==> src/rtl/rob_pkg.sv <==
`timescale 1ns/1ps
package rob_pkg;
  // What the oldest slot does in the current cycle
  typedef enum logic [1:0] {
    RET_IDLE   = 2'd0,
    RET_COMMIT = 2'd1,
    RET_DROP   = 2'd2,
    RET_FLUSH  = 2'd3
  } ret_act_e;
endpackage

==> src/rtl/rob_ptr_ctrl.sv <==
`timescale 1ns/1ps
module rob_ptr_ctrl #(
  parameter int DEPTH = 16,
  localparam int IDX_W = $clog2(DEPTH),
  localparam int CNT_W = $clog2(DEPTH + 1)
) (
  input  logic             clk,
  input  logic             rst_n,
  input  logic             push,
  input  logic             pop,
  input  logic             squash,
  output logic [IDX_W-1:0] head,
  output logic [IDX_W-1:0] tail,
  output logic [CNT_W-1:0] count
);
  always_ff @(posedge clk) begin
    if (!rst_n) begin
      head  <= '0;
      tail  <= '0;
      count <= '0;
    end else if (squash) begin
      // the branch at the head leaves; all younger slots are gone
      head  <= head + 1'b1;
      tail  <= head + 1'b1;
      count <= '0;
    end else begin
      if (push) tail <= tail + 1'b1;
      if (pop)  head <= head + 1'b1;
      case ({push, pop})
        2'b10:   count <= count + 1'b1;
        2'b01:   count <= count - 1'b1;
        default: ;
      endcase
    end
  end
endmodule

==> src/rtl/rob_entry_store.sv <==
`timescale 1ns/1ps
module rob_entry_store #(
  parameter int DEPTH  = 16,
  parameter int ARCH_W = 3,
  parameter int PHYS_W = 5,
  localparam int IDX_W = $clog2(DEPTH)
) (
  input  logic              clk,
  input  logic              rst_n,
  input  logic              alloc_we,
  input  logic [IDX_W-1:0]  alloc_idx,
  input  logic              alloc_dst,
  input  logic              alloc_br,
  input  logic [ARCH_W-1:0] alloc_arch,
  input  logic [PHYS_W-1:0] alloc_phys,
  input  logic              cmp_we,
  input  logic [IDX_W-1:0]  cmp_idx,
  input  logic              cmp_bad,
  input  logic              pop,
  input  logic              squash,
  input  logic [IDX_W-1:0]  head_idx,
  output logic              head_done,
  output logic              head_bad,
  output logic              head_dst,
  output logic [ARCH_W-1:0] head_arch,
  output logic [PHYS_W-1:0] head_phys
);
  logic [DEPTH-1:0]  live_v, done_v, bad_v, dst_v;
  logic [ARCH_W-1:0] arch_a [DEPTH];
  logic [PHYS_W-1:0] phys_a [DEPTH];

  for (genvar e = 0; e < DEPTH; e++) begin : g_slot
    localparam logic [IDX_W-1:0] SLOT = IDX_W'(e);
    logic              live_q, done_q, bad_q, dst_q, br_q;
    logic [ARCH_W-1:0] arch_q;
    logic [PHYS_W-1:0] phys_q;
    logic              take, finish, leave;

    assign take   = alloc_we && (alloc_idx == SLOT);
    assign finish = cmp_we && (cmp_idx == SLOT) && live_q;
    assign leave  = pop && (head_idx == SLOT);

    always_ff @(posedge clk) begin
      if (!rst_n) begin
        live_q <= 1'b0;
        done_q <= 1'b0;
        bad_q  <= 1'b0;
        dst_q  <= 1'b0;
        br_q   <= 1'b0;
        arch_q <= '0;
        phys_q <= '0;
      end else if (squash) begin
        live_q <= 1'b0;
        done_q <= 1'b0;
      end else begin
        if (leave) live_q <= 1'b0;
        if (take) begin
          live_q <= 1'b1;
          done_q <= 1'b0;
          bad_q  <= 1'b0;
          br_q   <= alloc_br;
          dst_q  <= alloc_dst && !alloc_br;
          arch_q <= alloc_arch;
          phys_q <= alloc_phys;
        end
        if (finish) begin
          done_q <= 1'b1;
          bad_q  <= cmp_bad && br_q;
        end
      end
    end

    assign live_v[e] = live_q;
    assign done_v[e] = done_q;
    assign bad_v[e]  = bad_q;
    assign dst_v[e]  = dst_q;
    assign arch_a[e] = arch_q;
    assign phys_a[e] = phys_q;
  end

  assign head_done = live_v[head_idx] && done_v[head_idx];
  assign head_bad  = bad_v[head_idx];
  assign head_dst  = dst_v[head_idx];
  assign head_arch = arch_a[head_idx];
  assign head_phys = phys_a[head_idx];
endmodule

==> src/rtl/rob_commit_map.sv <==
`timescale 1ns/1ps
module rob_commit_map #(
  parameter int ARCH_REGS = 8,
  parameter int PHYS_REGS = 32,
  localparam int ARCH_W = $clog2(ARCH_REGS),
  localparam int PHYS_W = $clog2(PHYS_REGS)
) (
  input  logic              clk,
  input  logic              rst_n,
  input  logic              wr_en,
  input  logic [ARCH_W-1:0] wr_arch,
  input  logic [PHYS_W-1:0] wr_phys,
  input  logic [ARCH_W-1:0] rd_arch,
  output logic [PHYS_W-1:0] rd_phys
);
  logic [PHYS_W-1:0] map_a [ARCH_REGS];

  for (genvar a = 0; a < ARCH_REGS; a++) begin : g_map
    localparam logic [ARCH_W-1:0] AIDX = ARCH_W'(a);
    logic [PHYS_W-1:0] phys_q;
    always_ff @(posedge clk) begin
      if (!rst_n)                            phys_q <= PHYS_W'(a);
      else if (wr_en && (wr_arch == AIDX))   phys_q <= wr_phys;
    end
    assign map_a[a] = phys_q;
  end

  assign rd_phys = map_a[rd_arch];
endmodule

==> src/rtl/rob_retire_map.sv <==
`timescale 1ns/1ps
module rob_retire_map #(
  parameter int DEPTH     = 16,
  parameter int ARCH_REGS = 8,
  parameter int PHYS_REGS = 32,
  localparam int TAG_W  = $clog2(DEPTH),
  localparam int CNT_W  = $clog2(DEPTH + 1),
  localparam int ARCH_W = $clog2(ARCH_REGS),
  localparam int PHYS_W = $clog2(PHYS_REGS)
) (
  input  logic              clk,
  input  logic              rst_n,
  input  logic              alloc_valid,
  output logic              alloc_ready,
  input  logic              alloc_has_dst,
  input  logic              alloc_is_branch,
  input  logic [ARCH_W-1:0] alloc_arch_dst,
  input  logic [PHYS_W-1:0] alloc_phys_dst,
  output logic [TAG_W-1:0]  alloc_tag,
  input  logic              cmp_valid,
  input  logic [TAG_W-1:0]  cmp_tag,
  input  logic              cmp_mispredict,
  output logic              ret_valid,
  output logic              ret_has_dst,
  output logic [ARCH_W-1:0] ret_arch_dst,
  output logic [PHYS_W-1:0] ret_phys_dst,
  output logic [TAG_W-1:0]  ret_tag,
  output logic              flush,
  input  logic [ARCH_W-1:0] map_rd_idx,
  output logic [PHYS_W-1:0] map_rd_phys
);
  import rob_pkg::*;

  logic [TAG_W-1:0]  head, tail;
  logic [CNT_W-1:0]  count;
  logic              head_done, head_bad, head_dst;
  logic [ARCH_W-1:0] head_arch;
  logic [PHYS_W-1:0] head_phys;
  logic              push, pop;
  ret_act_e          act;

  always_comb begin
    act = RET_IDLE;
    if ((count != '0) && head_done) begin
      if (head_bad)      act = RET_FLUSH;
      else if (head_dst) act = RET_COMMIT;
      else               act = RET_DROP;
    end
  end

  assign ret_valid    = (act != RET_IDLE);
  assign flush        = (act == RET_FLUSH);
  assign ret_has_dst  = (act == RET_COMMIT);
  assign ret_arch_dst = head_arch;
  assign ret_phys_dst = head_phys;
  assign ret_tag      = head;
  assign alloc_ready  = (count != CNT_W'(DEPTH)) && !flush;
  assign alloc_tag    = tail;
  assign push         = alloc_valid && alloc_ready;
  assign pop          = ret_valid && !flush;

  rob_ptr_ctrl #(.DEPTH(DEPTH)) u_ptr (
    .clk    (clk),
    .rst_n  (rst_n),
    .push   (push),
    .pop    (pop),
    .squash (flush),
    .head   (head),
    .tail   (tail),
    .count  (count)
  );

  rob_entry_store #(.DEPTH(DEPTH), .ARCH_W(ARCH_W), .PHYS_W(PHYS_W)) u_store (
    .clk        (clk),
    .rst_n      (rst_n),
    .alloc_we   (push),
    .alloc_idx  (tail),
    .alloc_dst  (alloc_has_dst),
    .alloc_br   (alloc_is_branch),
    .alloc_arch (alloc_arch_dst),
    .alloc_phys (alloc_phys_dst),
    .cmp_we     (cmp_valid),
    .cmp_idx    (cmp_tag),
    .cmp_bad    (cmp_mispredict),
    .pop        (pop),
    .squash     (flush),
    .head_idx   (head),
    .head_done  (head_done),
    .head_bad   (head_bad),
    .head_dst   (head_dst),
    .head_arch  (head_arch),
    .head_phys  (head_phys)
  );

  rob_commit_map #(.ARCH_REGS(ARCH_REGS), .PHYS_REGS(PHYS_REGS)) u_map (
    .clk     (clk),
    .rst_n   (rst_n),
    .wr_en   (act == RET_COMMIT),
    .wr_arch (head_arch),
    .wr_phys (head_phys),
    .rd_arch (map_rd_idx),
    .rd_phys (map_rd_phys)
  );
endmodule

==> config.mk <==
export PLATFORM = sky130hd
export DESIGN_NAME = rob_retire_map
export DESIGN_NICKNAME = d
export VERILOG_FILES = /design/src/rtl/rob_pkg.sv /design/src/rtl/rob_ptr_ctrl.sv /design/src/rtl/rob_entry_store.sv /design/src/rtl/rob_commit_map.sv /design/src/rtl/rob_retire_map.sv
export SDC_FILE = /design/constraint.sdc
export NUM_CORES = 1
export LEC_CHECK = 0
export BUFFER_PORTS_ARGS = -buffer_cell sky130_fd_sc_hd__buf_2
export CAP_MARGIN = 20
export CELL_PAD_IN_SITES_DETAIL_PLACEMENT = 1
export CELL_PAD_IN_SITES_GLOBAL_PLACEMENT = 2
export CORE_MARGIN = 3
export CORE_UTILIZATION = 43
export CTS_CLUSTER_DIAMETER = 30
export DETAILED_ROUTE_END_ITERATION = 6
export PLACE_DENSITY = 0.9
export RECOVER_POWER = 25
export SLEW_MARGIN = 20
export SYNTH_ARGS = -nofsm -noshare
export SYNTH_HDL_FRONTEND = slang
export SYNTH_HIERARCHICAL = 1
export SYNTH_SLANG_ARGS = --single-unit
==> constraint.sdc <==
create_clock -name clk -period 9.7 [get_ports clk]
set_input_delay 1.94 -clock clk [delete_from_list [all_inputs] [get_ports clk]]
set_output_delay 1.94 -clock clk [all_outputs]
set_load 0.005 [all_outputs]
==> reports/results.ini <==
[clocking]
post_cts_buffers = 0
ctsHtreeMaxLevel = 2
clockBufferDepth = 3
numCtsBuffers = 57
path_clk_slew_ns = 0.05
insertion_delay_ns = 0.56
cts_hold_buf = 0
cts_tree = yes
cts_resized = 0
root_buffer = clkbuf_16
cts_sinks = 261

[critical_path]
crit_arrival_ns = 4.85
crit_path_end_kind = output pin
critical_path_class = flop to output pin
startpoint = u_ptr/head[0]
reg2reg_from = u_ptr/head[0]
crit_required_ns = 7.76
crit_fanout = 39
crit_path_start_kind = flop

[min_path]
holdCritStartpoint = u_store/g_slot[13].br_q
hp-class = flop to flop

[sta]
slew_violations = 43
fin_ws_ns = 2.91
hold_slack_ns = 0.448
setup_tns_ns = 0
fin_crit_sh = 0.700
rsz0062_at_grt = no
relSlewSlack = -0.682
setup_viol = 0
final.min_clock_period_ns = 6.79
skew_ns = 0.0129
timing.fmax_mhz = 147
finalHoldViolations = 0
tightest_slew_ns = 2.52

[power_and_ir_drop]
p_seq_frac = 0.343
p_int_mw = 2.50
p_leak_nw = 5.11
pwr-share-comb = 0.040
switching_share = 0.219
clkPwrFrac = 0.617
power_density_nw_per_um2 = 217
power.switching_mw = 0.700
vdd_drop_max_v = 0.000157

[finish]
final_area_um2 = 14700
layout_common_cells = 347 x nand2_1, 260 x dfxtp_1, 145 x a21boi_0
nFillCells = 3127
nets = 1355
multi_input_area_um2 = 6720
final_common_cell = nand2_1
diodes = 0
stdcell_count = 1748
area_growth_pct = 18.0
seqCellArea_um2 = 5230
drive_gt1_frac = 0.176

[floorplan]
core_um2 = 28200
rows = 61
die_w_um = 176
start_util = 0.443
dieHeight_um = 176
io_pins = 47
die-area_um2 = 31100

[drt]
dr.first_iter.drc_count = 711
wire_per_inst_um = 21.8
ant_nets = 0
first_pass_iters = 5
vias_per_cell = 5.71
drc = 0
vias = 9987
drt_wl_total_um = 38100

[synthesis]
synth.area.top_cells = dfxtp_1 42%, mux4_2 12%, nand2_1 10%
yosysTopAreaCell = dfxtp_1
synth_cells = 1316
ys_seq_area_frac = 0.419
yosysTopAreaCellShare = 0.419
synth_top_family_by_area = simple AND/OR/NAND/NOR gates
synth_xor_area_frac = 0.00772
async_flop_share = 0
synth.mux.area_fraction = 0.179
syn_avg_cell_area_um2 = 9.48
yosys_register_bits = 261
ys_warn_count = 6
synth_simple_gate_area_frac = 0.204
synth_fa_ha_area_frac = 0.00902
syn-cell-area_um2 = 12500
synthFlopType = dfxtp_1
synth.distinct_cells = 55
synth_edf_count = 0
synth_compound_area_frac = 0.139
synth_nets = 1347

[placed_design]
place.gp.congestion = 0.839
hpwl_um = 24200
place_ws_ns = 4.53
place_area_um2 = 12800
placed_cells = 1643
portBuffers = 46

[grt]
grt_use_total = 0.244
grt_antenna_before_repair = 0
grt_max_degree = 115
grt-ovfl-total = 0
grt_pass1_vias = 10600
grt_pass1_wl_um = 60400

[flow_run]
cap_violations = 2

[status]
violations = capacitance limit, slew limit
outcome = finished, violations left

[critical path: stages (launching register included)]
cell	delay (ns)
dfxtp_1	1.18
mux4_2	0.64
mux4_2	0.53
inv_1	0.11
o221a_1	0.20
ha_1	0.86
buf_4	0.54
buf_2	0.20
[layout make-up]
cell class	instances	area share
Sequential cell	261	0.355
Timing Repair Buffer	60	0.0207
Tap cell	378	0.0321
Clock inverter	22	0.0239
Inverter	4	0.00102
Clock buffer	83	0.111
Multi-Input combinational cell	940	0.456
[cells in the mapped netlist, drive strengths merged, types with 2 or more instances]
| master | n |
|---|---|
| and3 | 6 |
| a22oi | 2 |
| a21boi | 151 |
| inv | 4 |
| nor3 | 17 |
| o211a | 9 |
| or2 | 7 |
| o21a | 7 |
| o221a | 2 |
| mux4 | 68 |
| clkbuf | 70 |
| ha | 9 |
| xnor2 | 5 |
| nor3b | 4 |
| o221ai | 2 |
| nand3 | 21 |
| xor2 | 6 |
| nand4 | 5 |
| nor4b | 2 |
| mux2 | 6 |
| and3b | 3 |
| nor2b | 56 |
| mux2i | 64 |
| nand2b | 7 |
| and2 | 5 |
| nand2 | 347 |
| or3b | 2 |
| buf | 41 |
| nor4bb | 3 |
| or3 | 19 |
| nand3b | 4 |
| nor2 | 18 |
| o21ai | 28 |
| nand4b | 4 |
| a21oi | 36 |
| dfxtp | 261 |
| o211ai | 9 |
[per-stage QoR]
| step | util | power (mW) |
|---|---|---|
| after detailed placement | 0.454 | 1.24 |
| after global routing | 0.523 | 3.30 |
| after global placement | 0.454 | 1.24 |
| final | 0.523 | 3.20 |
| after floorplan | - | 1.20 |
| after CTS | 0.525 | 3.23 |
[state kept, by name (all words and copies together) (netlist names), 5 cells and up]
register / cells
u_store/g_slot.phys_q: 80
u_store/g_slot.arch_q: 48
u_map/g_map.phys_q: 40
u_store/g_slot.bad_q: 16
u_store/g_slot.br_q: 16
u_store/g_slot.done_q: 16
u_store/g_slot.dst_q: 16
u_store/g_slot.live_q: 16
u_ptr/count: 5
[kinds of logic after synthesis]
family	Yosys count
xor gates and xnor gates	11
adders and majority gates	9
buffers and inverters	115
muxes	138
DFF	261
AOI/OAI and AO/OA	248
and+or+nand+nor	534
[path summary, 6_finish.rpt]
check	to	slack, ns	cells past startpoint
setup / recovery	flush	2.91	7
hold / removal	u_store/g_slot[13].br_q	0.45	2
setup reg to reg	u_store/g_slot[0].arch_q[1]	3.57	11
hold reg to reg	u_store/g_slot[13].br_q	0.45	2
[layer usage]
layer	track usage	wire length (um)	up-vias
li1	-	-	4609
met4	0.0694	651	0
met3	0.0402	1880	60
met2	0.419	18700	222
met1	0.319	16900	5096
met5	0	0	-
[power by group through the flow]
| stage | registers (mW) | logic [mW] | clock network (mW) |
|---|---|---|---|
| 3_3_place_gp | 1.11 | 0.125 | 0 |
| 5_1_grt | 1.10 | 0.139 | 2.06 |
| 4_1_cts | 1.10 | 0.129 | 2.00 |
| 2_1_floorplan | 1.11 | 0.0908 | 0 |
| 3_5_place_dp | 1.12 | 0.128 | 0 |
| 6_report | 1.10 | 0.128 | 1.97 |
No activity file was read; power rests on OpenSTA's default activity.
